**src/rtl/amt_pkg.sv**
```systemverilog
package amt_pkg;

  localparam int TICK_W = 5;
  localparam int ON_W   = 4;
  localparam int BASE_W = 5;

  typedef struct packed {
    logic [1:0]        div_m1;
    logic              muxed;
    logic              en;
    logic [BASE_W-1:0] base;
    logic [ON_W-1:0]   cs_on;
    logic [TICK_W-1:0] cs_rd_off;
    logic [TICK_W-1:0] cs_wr_off;
    logic [ON_W-1:0]   adv_on;
    logic [TICK_W-1:0] adv_rd_off;
    logic [TICK_W-1:0] adv_wr_off;
    logic [ON_W-1:0]   oe_on;
    logic [TICK_W-1:0] oe_off;
    logic [ON_W-1:0]   we_on;
    logic [TICK_W-1:0] we_off;
    logic [TICK_W-1:0] rd_len;
    logic [TICK_W-1:0] wr_len;
    logic [TICK_W-1:0] acc_tick;
  } cs_cfg_t;

  typedef enum logic {ST_IDLE, ST_RUN} seq_st_t;

  function automatic logic in_window(input logic [TICK_W-1:0] cnt,
                                     input logic [ON_W-1:0]   on_t,
                                     input logic [TICK_W-1:0] off_t);
    return (cnt >= {1'b0, on_t}) && (cnt < off_t);
  endfunction

endpackage

```
**src/rtl/amt_cfg_bank.sv**
```systemverilog
module amt_cfg_bank
  import amt_pkg::*;
#(
  parameter int NUM_CS = 2
) (
  input  logic                      clk,
  input  logic                      rst_n,
  input  logic                      wr_en_i,
  input  logic [$clog2(NUM_CS)-1:0] wr_cs_i,
  input  logic [2:0]                wr_word_i,
  input  logic [31:0]               wr_data_i,
  output cs_cfg_t [NUM_CS-1:0]      cfg_o
);
  localparam int SEL_W = $clog2(NUM_CS);

  for (genvar g = 0; g < NUM_CS; g++) begin : g_bank
    cs_cfg_t bank_q, bank_d;
    logic    wr_hit;

    assign wr_hit = wr_en_i && (wr_cs_i == SEL_W'(g));

    always_comb begin
      bank_d = bank_q;
      case (wr_word_i)
        3'd0: begin
          bank_d.div_m1 = wr_data_i[1:0];
          bank_d.muxed  = wr_data_i[2];
          bank_d.en     = wr_data_i[3];
          bank_d.base   = wr_data_i[12:8];
        end
        3'd1: begin
          bank_d.cs_on     = wr_data_i[3:0];
          bank_d.cs_rd_off = wr_data_i[12:8];
          bank_d.cs_wr_off = wr_data_i[20:16];
        end
        3'd2: begin
          bank_d.adv_on     = wr_data_i[3:0];
          bank_d.adv_rd_off = wr_data_i[12:8];
          bank_d.adv_wr_off = wr_data_i[20:16];
        end
        3'd3: begin
          bank_d.oe_on  = wr_data_i[3:0];
          bank_d.oe_off = wr_data_i[12:8];
          bank_d.we_on  = wr_data_i[19:16];
          bank_d.we_off = wr_data_i[28:24];
        end
        3'd4: begin
          bank_d.rd_len   = wr_data_i[4:0];
          bank_d.wr_len   = wr_data_i[12:8];
          bank_d.acc_tick = wr_data_i[20:16];
        end
        default: bank_d = bank_q;
      endcase
    end

    always_ff @(posedge clk or negedge rst_n) begin
      if (!rst_n)      bank_q <= '0;
      else if (wr_hit) bank_q <= bank_d;
    end

    assign cfg_o[g] = bank_q;
  end

endmodule

```
**src/rtl/amt_cs_decode.sv**
```systemverilog
module amt_cs_decode
  import amt_pkg::*;
#(
  parameter int NUM_CS   = 2,
  parameter int ADDR_W   = 32,
  parameter int BASE_LSB = 24
) (
  input  cs_cfg_t [NUM_CS-1:0]      cfg_i,
  input  logic [ADDR_W-1:0]         addr_i,
  output logic                      hit_o,
  output logic [$clog2(NUM_CS)-1:0] sel_o
);
  localparam int SEL_W = $clog2(NUM_CS);

  logic [BASE_W-1:0] addr_base;
  assign addr_base = addr_i[BASE_LSB +: BASE_W];

  always_comb begin
    hit_o = 1'b0;
    sel_o = '0;
    for (int i = NUM_CS - 1; i >= 0; i--) begin
      if (cfg_i[i].en && (cfg_i[i].base == addr_base)) begin
        hit_o = 1'b1;
        sel_o = SEL_W'(i);
      end
    end
  end

  // a reported match must name an enabled bank whose base is the one addressed
  always_comb begin
    if (hit_o) begin
      assert_hit_enabled_R8: assert (cfg_i[sel_o].en && (cfg_i[sel_o].base == addr_base));
    end
  end

endmodule

```
**src/rtl/amt_tick_gen.sv**
```systemverilog
module amt_tick_gen
  import amt_pkg::*;
(
  input  logic              clk,
  input  logic              rst_n,
  input  logic              start_i,
  input  logic              run_i,
  input  logic [1:0]        div_m1_i,
  output logic [TICK_W-1:0] cnt_o,
  output logic              first_o
);
  logic [1:0]        pre_q, pre_d;
  logic [TICK_W-1:0] cnt_q, cnt_d;
  logic              ld;

  always_comb begin
    pre_d = pre_q;
    cnt_d = cnt_q;
    ld    = 1'b0;
    if (start_i) begin
      pre_d = '0;
      cnt_d = '0;
      ld    = 1'b1;
    end else if (run_i) begin
      ld = 1'b1;
      if (pre_q == div_m1_i) begin
        pre_d = '0;
        if (cnt_q != '1) cnt_d = cnt_q + 1'b1;
      end else begin
        pre_d = pre_q + 1'b1;
      end
    end
  end

  always_ff @(posedge clk or negedge rst_n) begin
    if (!rst_n) begin
      pre_q <= '0;
      cnt_q <= '0;
    end else if (ld) begin
      pre_q <= pre_d;
      cnt_q <= cnt_d;
    end
  end

  assign cnt_o   = cnt_q;
  assign first_o = (pre_q == 2'd0);

  // while running, the count either holds or advances by exactly one
  assert_cnt_step_R5: assert property (@(posedge clk) disable iff (!rst_n)
    (run_i && !start_i && (cnt_q != '1)) |=>
      ((cnt_q == $past(cnt_q)) || (cnt_q == $past(cnt_q) + 1'b1)));

  // the count advances only after the prescaler has wrapped
  assert_tick_wrap_R5: assert property (@(posedge clk) disable iff (!rst_n)
    (run_i && !start_i && (pre_q != div_m1_i)) |=> (cnt_q == $past(cnt_q)));

endmodule

```
**src/rtl/amt_engine.sv**
```systemverilog
module amt_engine
  import amt_pkg::*;
#(
  parameter int NUM_CS   = 2,
  parameter int ADDR_W   = 32,
  parameter int DATA_W   = 16,
  parameter int BASE_LSB = 24
) (
  input  logic                      clk,
  input  logic                      rst_n,
  input  logic                      cfg_we,
  input  logic [$clog2(NUM_CS)-1:0] cfg_cs,
  input  logic [2:0]                cfg_word,
  input  logic [31:0]               cfg_wdata,
  input  logic                      req_valid,
  input  logic                      req_write,
  input  logic [ADDR_W-1:0]         req_addr,
  input  logic [DATA_W-1:0]         req_wdata,
  output logic                      done,
  output logic                      err,
  output logic [DATA_W-1:0]         rd_data,
  output logic [NUM_CS-1:0]         mem_cs_n,
  output logic                      mem_adv_n,
  output logic                      mem_oe_n,
  output logic                      mem_we_n,
  output logic [ADDR_W-1:0]         mem_addr,
  output logic [DATA_W-1:0]         mem_dout,
  output logic                      mem_dout_en,
  input  logic [DATA_W-1:0]         mem_din
);
  localparam int SEL_W = $clog2(NUM_CS);

  cs_cfg_t [NUM_CS-1:0] cfg_all;
  logic                 hit;
  logic [SEL_W-1:0]     hit_sel;

  amt_cfg_bank #(.NUM_CS(NUM_CS)) u_bank (
    .clk       (clk),
    .rst_n     (rst_n),
    .wr_en_i   (cfg_we),
    .wr_cs_i   (cfg_cs),
    .wr_word_i (cfg_word),
    .wr_data_i (cfg_wdata),
    .cfg_o     (cfg_all)
  );

  amt_cs_decode #(.NUM_CS(NUM_CS), .ADDR_W(ADDR_W), .BASE_LSB(BASE_LSB)) u_dec (
    .cfg_i  (cfg_all),
    .addr_i (req_addr),
    .hit_o  (hit),
    .sel_o  (hit_sel)
  );

  seq_st_t           st_q, st_d;
  cs_cfg_t           cur_q;
  logic              wr_q;
  logic [SEL_W-1:0]  sel_q;
  logic [ADDR_W-1:0] addr_q;
  logic [DATA_W-1:0] wdata_q;
  logic [DATA_W-1:0] rdat_q;
  logic              done_q, done_d;
  logic              err_q, err_d;
  logic              running, accept, launch, at_end, capture;
  logic [TICK_W-1:0] cnt, len;
  logic              first;

  assign running = (st_q == ST_RUN);
  assign accept  = req_valid && (st_q == ST_IDLE);
  assign launch  = accept && hit;

  amt_tick_gen u_tick (
    .clk      (clk),
    .rst_n    (rst_n),
    .start_i  (launch),
    .run_i    (running),
    .div_m1_i (cur_q.div_m1),
    .cnt_o    (cnt),
    .first_o  (first)
  );

  assign len     = wr_q ? cur_q.wr_len : cur_q.rd_len;
  assign at_end  = running && (cnt == len);
  assign capture = running && !wr_q && first && (cnt == cur_q.acc_tick);

  always_comb begin
    st_d = st_q;
    if (launch)      st_d = ST_RUN;
    else if (at_end) st_d = ST_IDLE;
    done_d = at_end;
    err_d  = accept && !hit;
  end

  always_ff @(posedge clk or negedge rst_n) begin
    if (!rst_n) begin
      st_q   <= ST_IDLE;
      done_q <= 1'b0;
      err_q  <= 1'b0;
    end else begin
      st_q   <= st_d;
      done_q <= done_d;
      err_q  <= err_d;
    end
  end

  always_ff @(posedge clk or negedge rst_n) begin
    if (!rst_n) begin
      cur_q   <= '0;
      wr_q    <= 1'b0;
      sel_q   <= '0;
      addr_q  <= '0;
      wdata_q <= '0;
    end else if (launch) begin
      cur_q   <= cfg_all[hit_sel];
      wr_q    <= req_write;
      sel_q   <= hit_sel;
      addr_q  <= req_addr;
      wdata_q <= req_wdata;
    end
  end

  always_ff @(posedge clk or negedge rst_n) begin
    if (!rst_n)       rdat_q <= '0;
    else if (capture) rdat_q <= mem_din;
  end

  logic cs_act, adv_act, oe_act, we_act, addr_phase;

  assign cs_act  = running && in_window(cnt, cur_q.cs_on,
                                        wr_q ? cur_q.cs_wr_off : cur_q.cs_rd_off);
  assign adv_act = running && in_window(cnt, cur_q.adv_on,
                                        wr_q ? cur_q.adv_wr_off : cur_q.adv_rd_off);
  assign oe_act  = running && !wr_q && in_window(cnt, cur_q.oe_on, cur_q.oe_off);
  assign we_act  = running &&  wr_q && in_window(cnt, cur_q.we_on, cur_q.we_off);
  assign addr_phase = cur_q.muxed && adv_act;

  for (genvar g = 0; g < NUM_CS; g++) begin : g_csn
    assign mem_cs_n[g] = !(cs_act && (sel_q == SEL_W'(g)));
  end

  assign mem_adv_n   = !adv_act;
  assign mem_oe_n    = !oe_act;
  assign mem_we_n    = !we_act;
  assign mem_addr    = addr_q;
  assign mem_dout    = addr_phase ? addr_q[DATA_W-1:0] : wdata_q;
  assign mem_dout_en = addr_phase || (wr_q && cs_act);
  assign done        = done_q;
  assign err         = err_q;
  assign rd_data     = rdat_q;

  // completion is a single-clock pulse
  assert_done_pulse_R6: assert property (@(posedge clk) disable iff (!rst_n)
    done |=> !done);

  // an error pulse coincides with fully quiet strobes
  assert_err_quiet_R9: assert property (@(posedge clk) disable iff (!rst_n)
    err |-> ((&mem_cs_n) && mem_adv_n && mem_oe_n && mem_we_n));

  // read and write enables never overlap
  assert_rw_excl_R4: assert property (@(posedge clk) disable iff (!rst_n)
    !(!mem_oe_n && !mem_we_n));

  // at most one chip select low
  assert_one_cs_R8: assert property (@(posedge clk) disable iff (!rst_n)
    $onehot0(~mem_cs_n));

  // idle means every strobe inactive and no drive
  assert_idle_quiet_R12: assert property (@(posedge clk) disable iff (!rst_n)
    (st_q == ST_IDLE) |-> ((&mem_cs_n) && mem_adv_n && mem_oe_n && mem_we_n && !mem_dout_en));

  // the captured address does not move during an access
  assert_busy_hold_R10: assert property (@(posedge clk) disable iff (!rst_n)
    (running && !at_end) |=> $stable(mem_addr));

endmodule

```
**config.mk**
```make
export PLATFORM = sky130hd
export DESIGN_NAME = amt_engine
export DESIGN_NICKNAME = d
export VERILOG_FILES = /design/src/rtl/amt_pkg.sv /design/src/rtl/amt_cfg_bank.sv /design/src/rtl/amt_cs_decode.sv /design/src/rtl/amt_tick_gen.sv /design/src/rtl/amt_engine.sv
export SDC_FILE = /design/constraint.sdc
export NUM_CORES = 1
export LEC_CHECK = 0
export ABC_CLOCK_PERIOD_IN_PS = 2200
export BUFFER_PORTS_ARGS = -buffer_cell sky130_fd_sc_hd__buf_4
export CORE_UTILIZATION = 52
export DETAILED_ROUTE_END_ITERATION = 8
export GPL_TIMING_DRIVEN = 0
export PLACE_DENSITY = 0.82
export SLEW_MARGIN = 20
export SYNTH_ARGS = -nofsm -noshare
export SYNTH_HDL_FRONTEND = slang
export SYNTH_HIERARCHICAL = 1
export SYNTH_SLANG_ARGS = --single-unit
```
**constraint.sdc**
```tcl
create_clock -name clk -period 2.2 [get_ports clk]
set_input_delay 0 -clock clk [delete_from_list [all_inputs] [get_ports clk]]
set_output_delay 0 -clock clk [all_outputs]
set_load 0.02 [all_outputs]
```
==> flow_summary.yaml, run 1 <==
cts:
  cts_sinks: 280
  cts-root-buf: "clkbuf_16"
  cts_tree: "built"
  cts.clk_slew.worst_paths_ps: 70
  insertion_delay_ps: 540
  htreeDepth: 1
  clock_path_buffers: 3
  cts_made_buffers: 28
cells_and_area:
  drive_gt1_share_pct: 38.09
  diodes: 0
  final_cell_mix: "dfrtp_1 (275), nand2_1 (194), buf_4 (157)"
  final_common_cell: "dfrtp_1"
  area_delta_synth_final_pct: 35.01
  final_nets: 1493
  design_area_sq_um: 17040
power:
  power_mw: 18.76
  p_leak_nw: 7.879
  ir_worst_vdd_mv: 0.6529
  p_per_area_nw_per_um2: 1101
yosys:
  syn-cell-area_sq_um: 12620
  synth_edf_count: 0
  yosys_warnings: 6
  ys.flop_type: "dfrtp_1"
  synth_nets: 1196
  syn_inst: 1056
  yosys.cell_types.count: 46
  synth-seq-cells: 280
  async_flop_share_pct: 100.0
  syn_avg_cell_area_sq_um: 11.95
  yosysSeqAreaShare_pct: 55.51
drt:
  drt-initial-drc-count: 868
  drt_first_pass_iters: 5
  vias_per_cell: 5.702
  wirelength_microns: 36360
  wl_per_cell_microns: 21.49
  antenna_left: 0
  drc: 0
  via_count: 9648
hold_path:
  min_from: "cfg_wdata[12]"
  min_path_type: "primary input to flop"
  hold_depth: 2
  hold_end: "u_bank/cfg_o[126]"
critical_path:
  crit_required_ps: 2200
  crit_fanout: 6
  critPathKind: "flop to output pin"
  worst_r2r_startpoint: "u_tick/cnt_o[0]"
  start_kind: "flop"
  critPathCaptureType: "output pin"
  r2r_cells: 7
  r2r_setup_slack_ps: -150
  r2r-end: "u_tick/cnt_o[3]"
  cp.arrival_ps: 3040
placement:
  gp_congestion: 0.8150
  place_ws_ps: -776.3
  portBuffers: 153
  place_area_sq_um: 14240
  dp_hpwl_microns: 19820
floorplanning:
  io_pins: 177
  die_w_microns: 157.8
  fp.coreArea_sq_um: 23610
  die_y_microns: 157.8
  start_util_pct: 53.45
  rows: 56
  dieArea_sq_um: 24900
status:
  run_status: "finished with violations"
  violations: "negative setup slack"
global_routing:
  grt_pass1_wl_microns: 51130
  grt_max_degree: 106
  antenna_found_initial: 0
  grt_pass1_vias: 9832
  track_usage_pct: 26.82
  grt-ovfl-total: 0
sta:
  worst_pin_slew_ps: 829.9
  max_freq_mhz: 329.2
  drv_slew: 0
  fin_worst_skew_ps: 18.05
  grt_setup_unrepaired: "true"
  min_period_ps: 3038
  finalHoldViolCount: 0
  period_share_pct: 138.1
  setup_violations: 53
  setup_ws_ps: -837.8
  max_slew_margin_pct: 44.67
job:
  maxCapViolCount: 0
-- critical path, stage by stage, from the launching register on --
cell,delay [ps]
dfrtp_1,430
buf_12,170
mux2i_1,260
ha_2,320
nor3_2,150
nor3_2,80
and4b_1,310
buf_6,180
buf_12,140
mux2_4,310
buf_6,140
-- what timing repair did --
action | in CTS | in global routing
gates cloned | 1 | 6
endpoints found under the setup margin | 159 | 140
hold endpoints to repair | 207 | 0
gates resized for setup | 100 | 170
hold buffers | 80 | 0
buffers inserted | 15 | 14
pin swaps | 13 | 47
-- cells in the mapped netlist (all sizes together), types with 4 or more instances --
cell,number,area (sq um)
nor3,5,30.03
ha,35,437.9
xnor2,6,52.55
a21o,8,60.06
inv,24,90.09
o21ai,70,350.3
dfrtp,280,7007
clkbuf,26,97.59
nor3b,4,30.03
xor2,16,147.7
mux2,174,2031
nand2,222,833.3
buf,32,180.2
a211oi,4,30.03
nor4,6,37.54
a21oi,6,30.03
mux2i,82,820.8
nor2,10,40.04
nand3,9,55.05
nand2b,13,81.33
-- worst max path at each step --
stage | start | endpoint | slack (ps) | cells after the start
CTS | wr_q | mem_dout[14] | -740 | 11
global placement | rst_n | mem_addr[28] | -1160 | 1
floorplan | u_bank/cfg_o[64] | u_tick/cnt_o[3] | 2 | 10
finish | wr_q | mem_dout[13] | -840 | 10
global route | wr_q | mem_dout_en | -900 | 10
detailed placement | u_bank/cfg_o[64] | u_tick/cnt_o[3] | -780 | 10
-- power by group --
part	total, mW	switching [mW]	internal, mW
logic	6.13	3.09	3.04
clock network	4.80	1.98	2.82
registers	7.83	1.19	6.64
-- sequential cells by signal, indices dropped and copies added, names as in the netlist --
signal	flops
cur_q	64
done	1
err	1
mem_addr	32
rd_data	16
running	1
sel_q	1
u_bank/cfg_o	140
u_tick/cnt_o	5
u_tick/pre_q	2
wdata_q	16
wr_q	1
-- per-stage QoR --
step	hold WS (ps)	setup TNS (ps)	util, %	instances
after floorplan	-295.6	0	-	1056
after detailed placement	60.17	-67200	60.30	1530
final	31.17	-17210	72.17	1692
after global placement	190.5	-380510	60.03	1528
after global routing	60.13	-22510	72.17	1692
after CTS	23.26	-14540	69.78	1675
-- cell type report --
| type | instances | area [sq um] |
|---|---|---|
| multi-input cells | 693 | 5595 |
| clock inverters | 5 | 55.05 |
| fillers | 1415 | 6571 |
| plain buffers | 54 | 486.7 |
| repair buffers | 271 | 2514 |
| well taps | 319 | 399.1 |
| inverters | 25 | 102.6 |
| clock buffers | 45 | 875.8 |
| flip-flops and latches | 280 | 7013 |
-- layer usage --
| metal | wire length (microns) | share of wire (%) | GRT usage, % | up-vias |
|---|---|---|---|---|
| met5 | 0 | 0 | 0 | - |
| met4 | 1647 | 4.5 | 10.63 | 0 |
| met3 | 2646 | 7.3 | 5.064 | 139 |
| met2 | 17910 | 49 | 46.23 | 486 |
| met1 | 14160 | 39 | 33.22 | 4818 |
| li1 | - | - | - | 4205 |
-- cells by family (layout without fill, tap and decap cells) --
group	count (synthesis)	after routing	synth area share, %
flops	280	280	55.51
xor+xnor	22	22	1.586
compound gates	97	97	4.332
mux	256	256	22.59
fa+ha+maj	35	35	3.469
simple gates	283	283	9.566
buf+inv	83	400	2.944
Power figures use the tool's default switching activity.
==> inputs of run 2 (changes only) <==
--- a/config.mk
+++ b/config.mk
@@ -6,5 +6,5 @@
 export NUM_CORES = 1
 export LEC_CHECK = 0
-export ABC_CLOCK_PERIOD_IN_PS = 2200
+export ABC_CLOCK_PERIOD_IN_PS = 2490
 export BUFFER_PORTS_ARGS = -buffer_cell sky130_fd_sc_hd__buf_4
 export CORE_UTILIZATION = 52
==> constraint.sdc (replaced) <==
create_clock -name clk -period 2.49 [get_ports clk]
set_input_delay 0.249 -clock clk [delete_from_list [all_inputs] [get_ports clk]]
set_output_delay 0.249 -clock clk [all_outputs]
set_load 0.02 [all_outputs]
==> run 2 against run 1 <==
Net effect:
- the flow still finishes with violations (negative setup slack)
- critical path depth rose by 1
- power fell by 14%
- worst setup slack improved by 150 ps
- via count fell by 6.5%
- core utilization fell by 2.6 points
- sequential power fell by 13%
- hold slack improved by 21 ps
- combinational power fell by 19%
- global-route usage fell by 1.1 points
- critical endpoint is now mem_dout[8]
- first-iteration DRC count fell by 38%
==> flow_summary.yaml, run 2 (synthesis results as in run 1) <==
cells_and_area:
  final_cell_mix: "dfrtp_1 (275), nand2_1 (221), mux2_2 (146)"
  design_area_sq_um: 16420
  diodes: 0
  fillers: 1563
  area_delta_synth_final_pct: 30.07
  largest_reg_flops: 140
  drive_gt1_share_pct: 33.61
  final_common_cell: "dfrtp_1"
  final_nets: 1467
critical_path:
  crit_fanout: 7
  r2r-end: "u_tick/cnt_o[3]"
  r2r_setup_slack_ps: -310
  start_kind: "flop"
  crit_buf_inv: 5
  worst_r2r_startpoint: "u_bank/cfg_o[64]"
  crit_required_ps: 2240
  cp_common_cell: "buf_6"
  cp.depth: 11
  critPathTopFamily: "buffers and inverters"
  critPathCaptureType: "output pin"
  r2r_cells: 10
  cp.arrival_ps: 2920
  slowest_delay_ps: 440
  critPathKind: "flop to output pin"
  crit_chain: "buf_12 -> buf_6 -> mux2i_2 -> ha_1 -> nor3_2 -> nor3_2 -> and4b_1 -> buf_6 -> buf_12 -> mux2_4 -> buf_6"
  worst_path_max_delay_cell: "dfrtp_2"
placement:
  portBuffers: 153
  dp_hpwl_microns: 19850
  place_area_sq_um: 14260
  gp_congestion: 0.7868
power:
  ir_worst_vdd_mv: 0.5799
  p_per_area_nw_per_um2: 986.6
  p_sw_share_pct: 31.40
  p_leak_nw: 7.646
  internal_power_mw: 11.11
  seq_power_share_pct: 42.1
  p_sw_mw: 5.086
  combPwrFrac_pct: 30.5
  power_frac_clock_pct: 27.4
sta:
  setup_ws_ps: -683.7
  finalHoldViolCount: 0
  worst_pin_slew_ps: 816.7
  period_share_pct: 127.5
  max_slew_margin_pct: 45.55
  setup_violations: 27
  fin_tns_setup_ps: -14080
  min_period_ps: 3174
  max_freq_mhz: 315.1
  grt_setup_unrepaired: "true"
  drv_slew: 0
  fin_worst_skew_ps: 12.70
hold_path:
  min_from: "req_valid"
  hold_depth: 2
  min_path_type: "primary input to flop"
  hold_end: "err"
cts:
  cts_made_buffers: 28
  cts_tree: "built"
  cts-root-buf: "clkbuf_16"
  clock_path_buffers: 3
  htreeDepth: 1
  cts_sinks: 280
  insertion_delay_ps: 540
  cts.clk_slew.worst_paths_ps: 60
drt:
  wl_per_cell_microns: 18.78
  drc: 0
  antenna_left: 0
  vias_per_cell: 5.414
  via_count: 9025
  drt-initial-drc-count: 534
  wirelength_microns: 31310
  drt_first_pass_iters: 6
floorplanning:
  start_util_pct: 53.45
  dieArea_sq_um: 24900
  io_pins: 177
  die_w_microns: 157.8
  fp.coreArea_sq_um: 23610
  rows: 56
  die_y_microns: 157.8
status:
  run_status: "finished with violations"
  violations: "negative setup slack"
job:
  maxCapViolCount: 0
global_routing:
  grt_pass1_vias: 9318
  grt-ovfl-total: 0
  grt_pass1_wl_microns: 48960
  antenna_found_initial: 0
  track_usage_pct: 25.69
  grt_max_degree: 97
-- run 2: per-stage QoR --
| step | instances | hold slack, ps | util, % | total power [mW] | setup WS [ps] |
|---|---|---|---|---|---|
| after global routing | 1667 | 46.93 | 69.53 | 17.06 | -765.3 |
| after detailed placement | 1531 | 142.7 | 60.41 | 11.16 | -728.7 |
| after global placement | 1528 | 439.6 | 60.03 | 10.90 | -1119 |
| after floorplan | 1056 | -46.59 | - | 9.494 | 48.62 |
| final | 1667 | 51.87 | 69.53 | 16.20 | -683.7 |
| after CTS | 1666 | 20.39 | 68.94 | 16.03 | -713.6 |
-- run 2: how the worst max path moves through the flow --
stage / from / to / slack [ps]
2_1_floorplan: wr_q / mem_dout[10] / 50
3_3_place_gp: rst_n / u_bank/cfg_o[19] / -1120
3_5_place_dp: req_addr[27] / u_tick/cnt_o[0] / -730
4_1_cts: wr_q / mem_dout[12] / -710
5_1_grt: wr_q / mem_dout[8] / -770
6_report: wr_q / mem_dout[8] / -680
-- run 2: power by group through the flow --
stage | logic [mW] | registers, mW | clock network, mW
after floorplan | 2.61 | 6.88 | 0
after global placement | 4.14 | 6.76 | 0
after detailed placement | 4.31 | 6.84 | 0
after CTS | 4.77 | 6.78 | 4.48
after global routing | 5.41 | 6.97 | 4.67
final | 4.94 | 6.82 | 4.44
-- run 2: final cells by class --
| class | count | area [sq um] | share of cell area (%) |
|---|---|---|---|
| Sequential cell | 280 | 7013 | 42.72 |
| Clock inverter | 10 | 156.4 | 0.9527 |
| Buffer | 57 | 320.3 | 1.951 |
| Inverter | 25 | 97.59 | 0.5945 |
| Timing Repair Buffer | 242 | 2197 | 13.38 |
| Tap cell | 319 | 399.1 | 2.431 |
| Clock buffer | 41 | 830.8 | 5.061 |
| Multi-Input combinational cell | 693 | 5403 | 32.91 |
-- run 2: per-layer routing --
layer | up-vias | track usage (%) | wire length, microns
met5 | - | 0 | 0
met1 | 4544 | 32.12 | 12910
li1 | 4150 | - | -
met2 | 263 | 44.79 | 15560
met4 | 0 | 8.599 | 907
met3 | 68 | 4.681 | 1933
-- run 2: repair_timing --
item / 4_1_cts / 5_1_grt
hold buffers: 73 / 0
gates resized for setup: 48 / 58
gates cloned: 1 / 0
setup endpoints to repair: 143 / 143
buffers inserted: 11 / 2
pin swaps: 10 / 12
endpoints found under the hold margin: 118 / 0
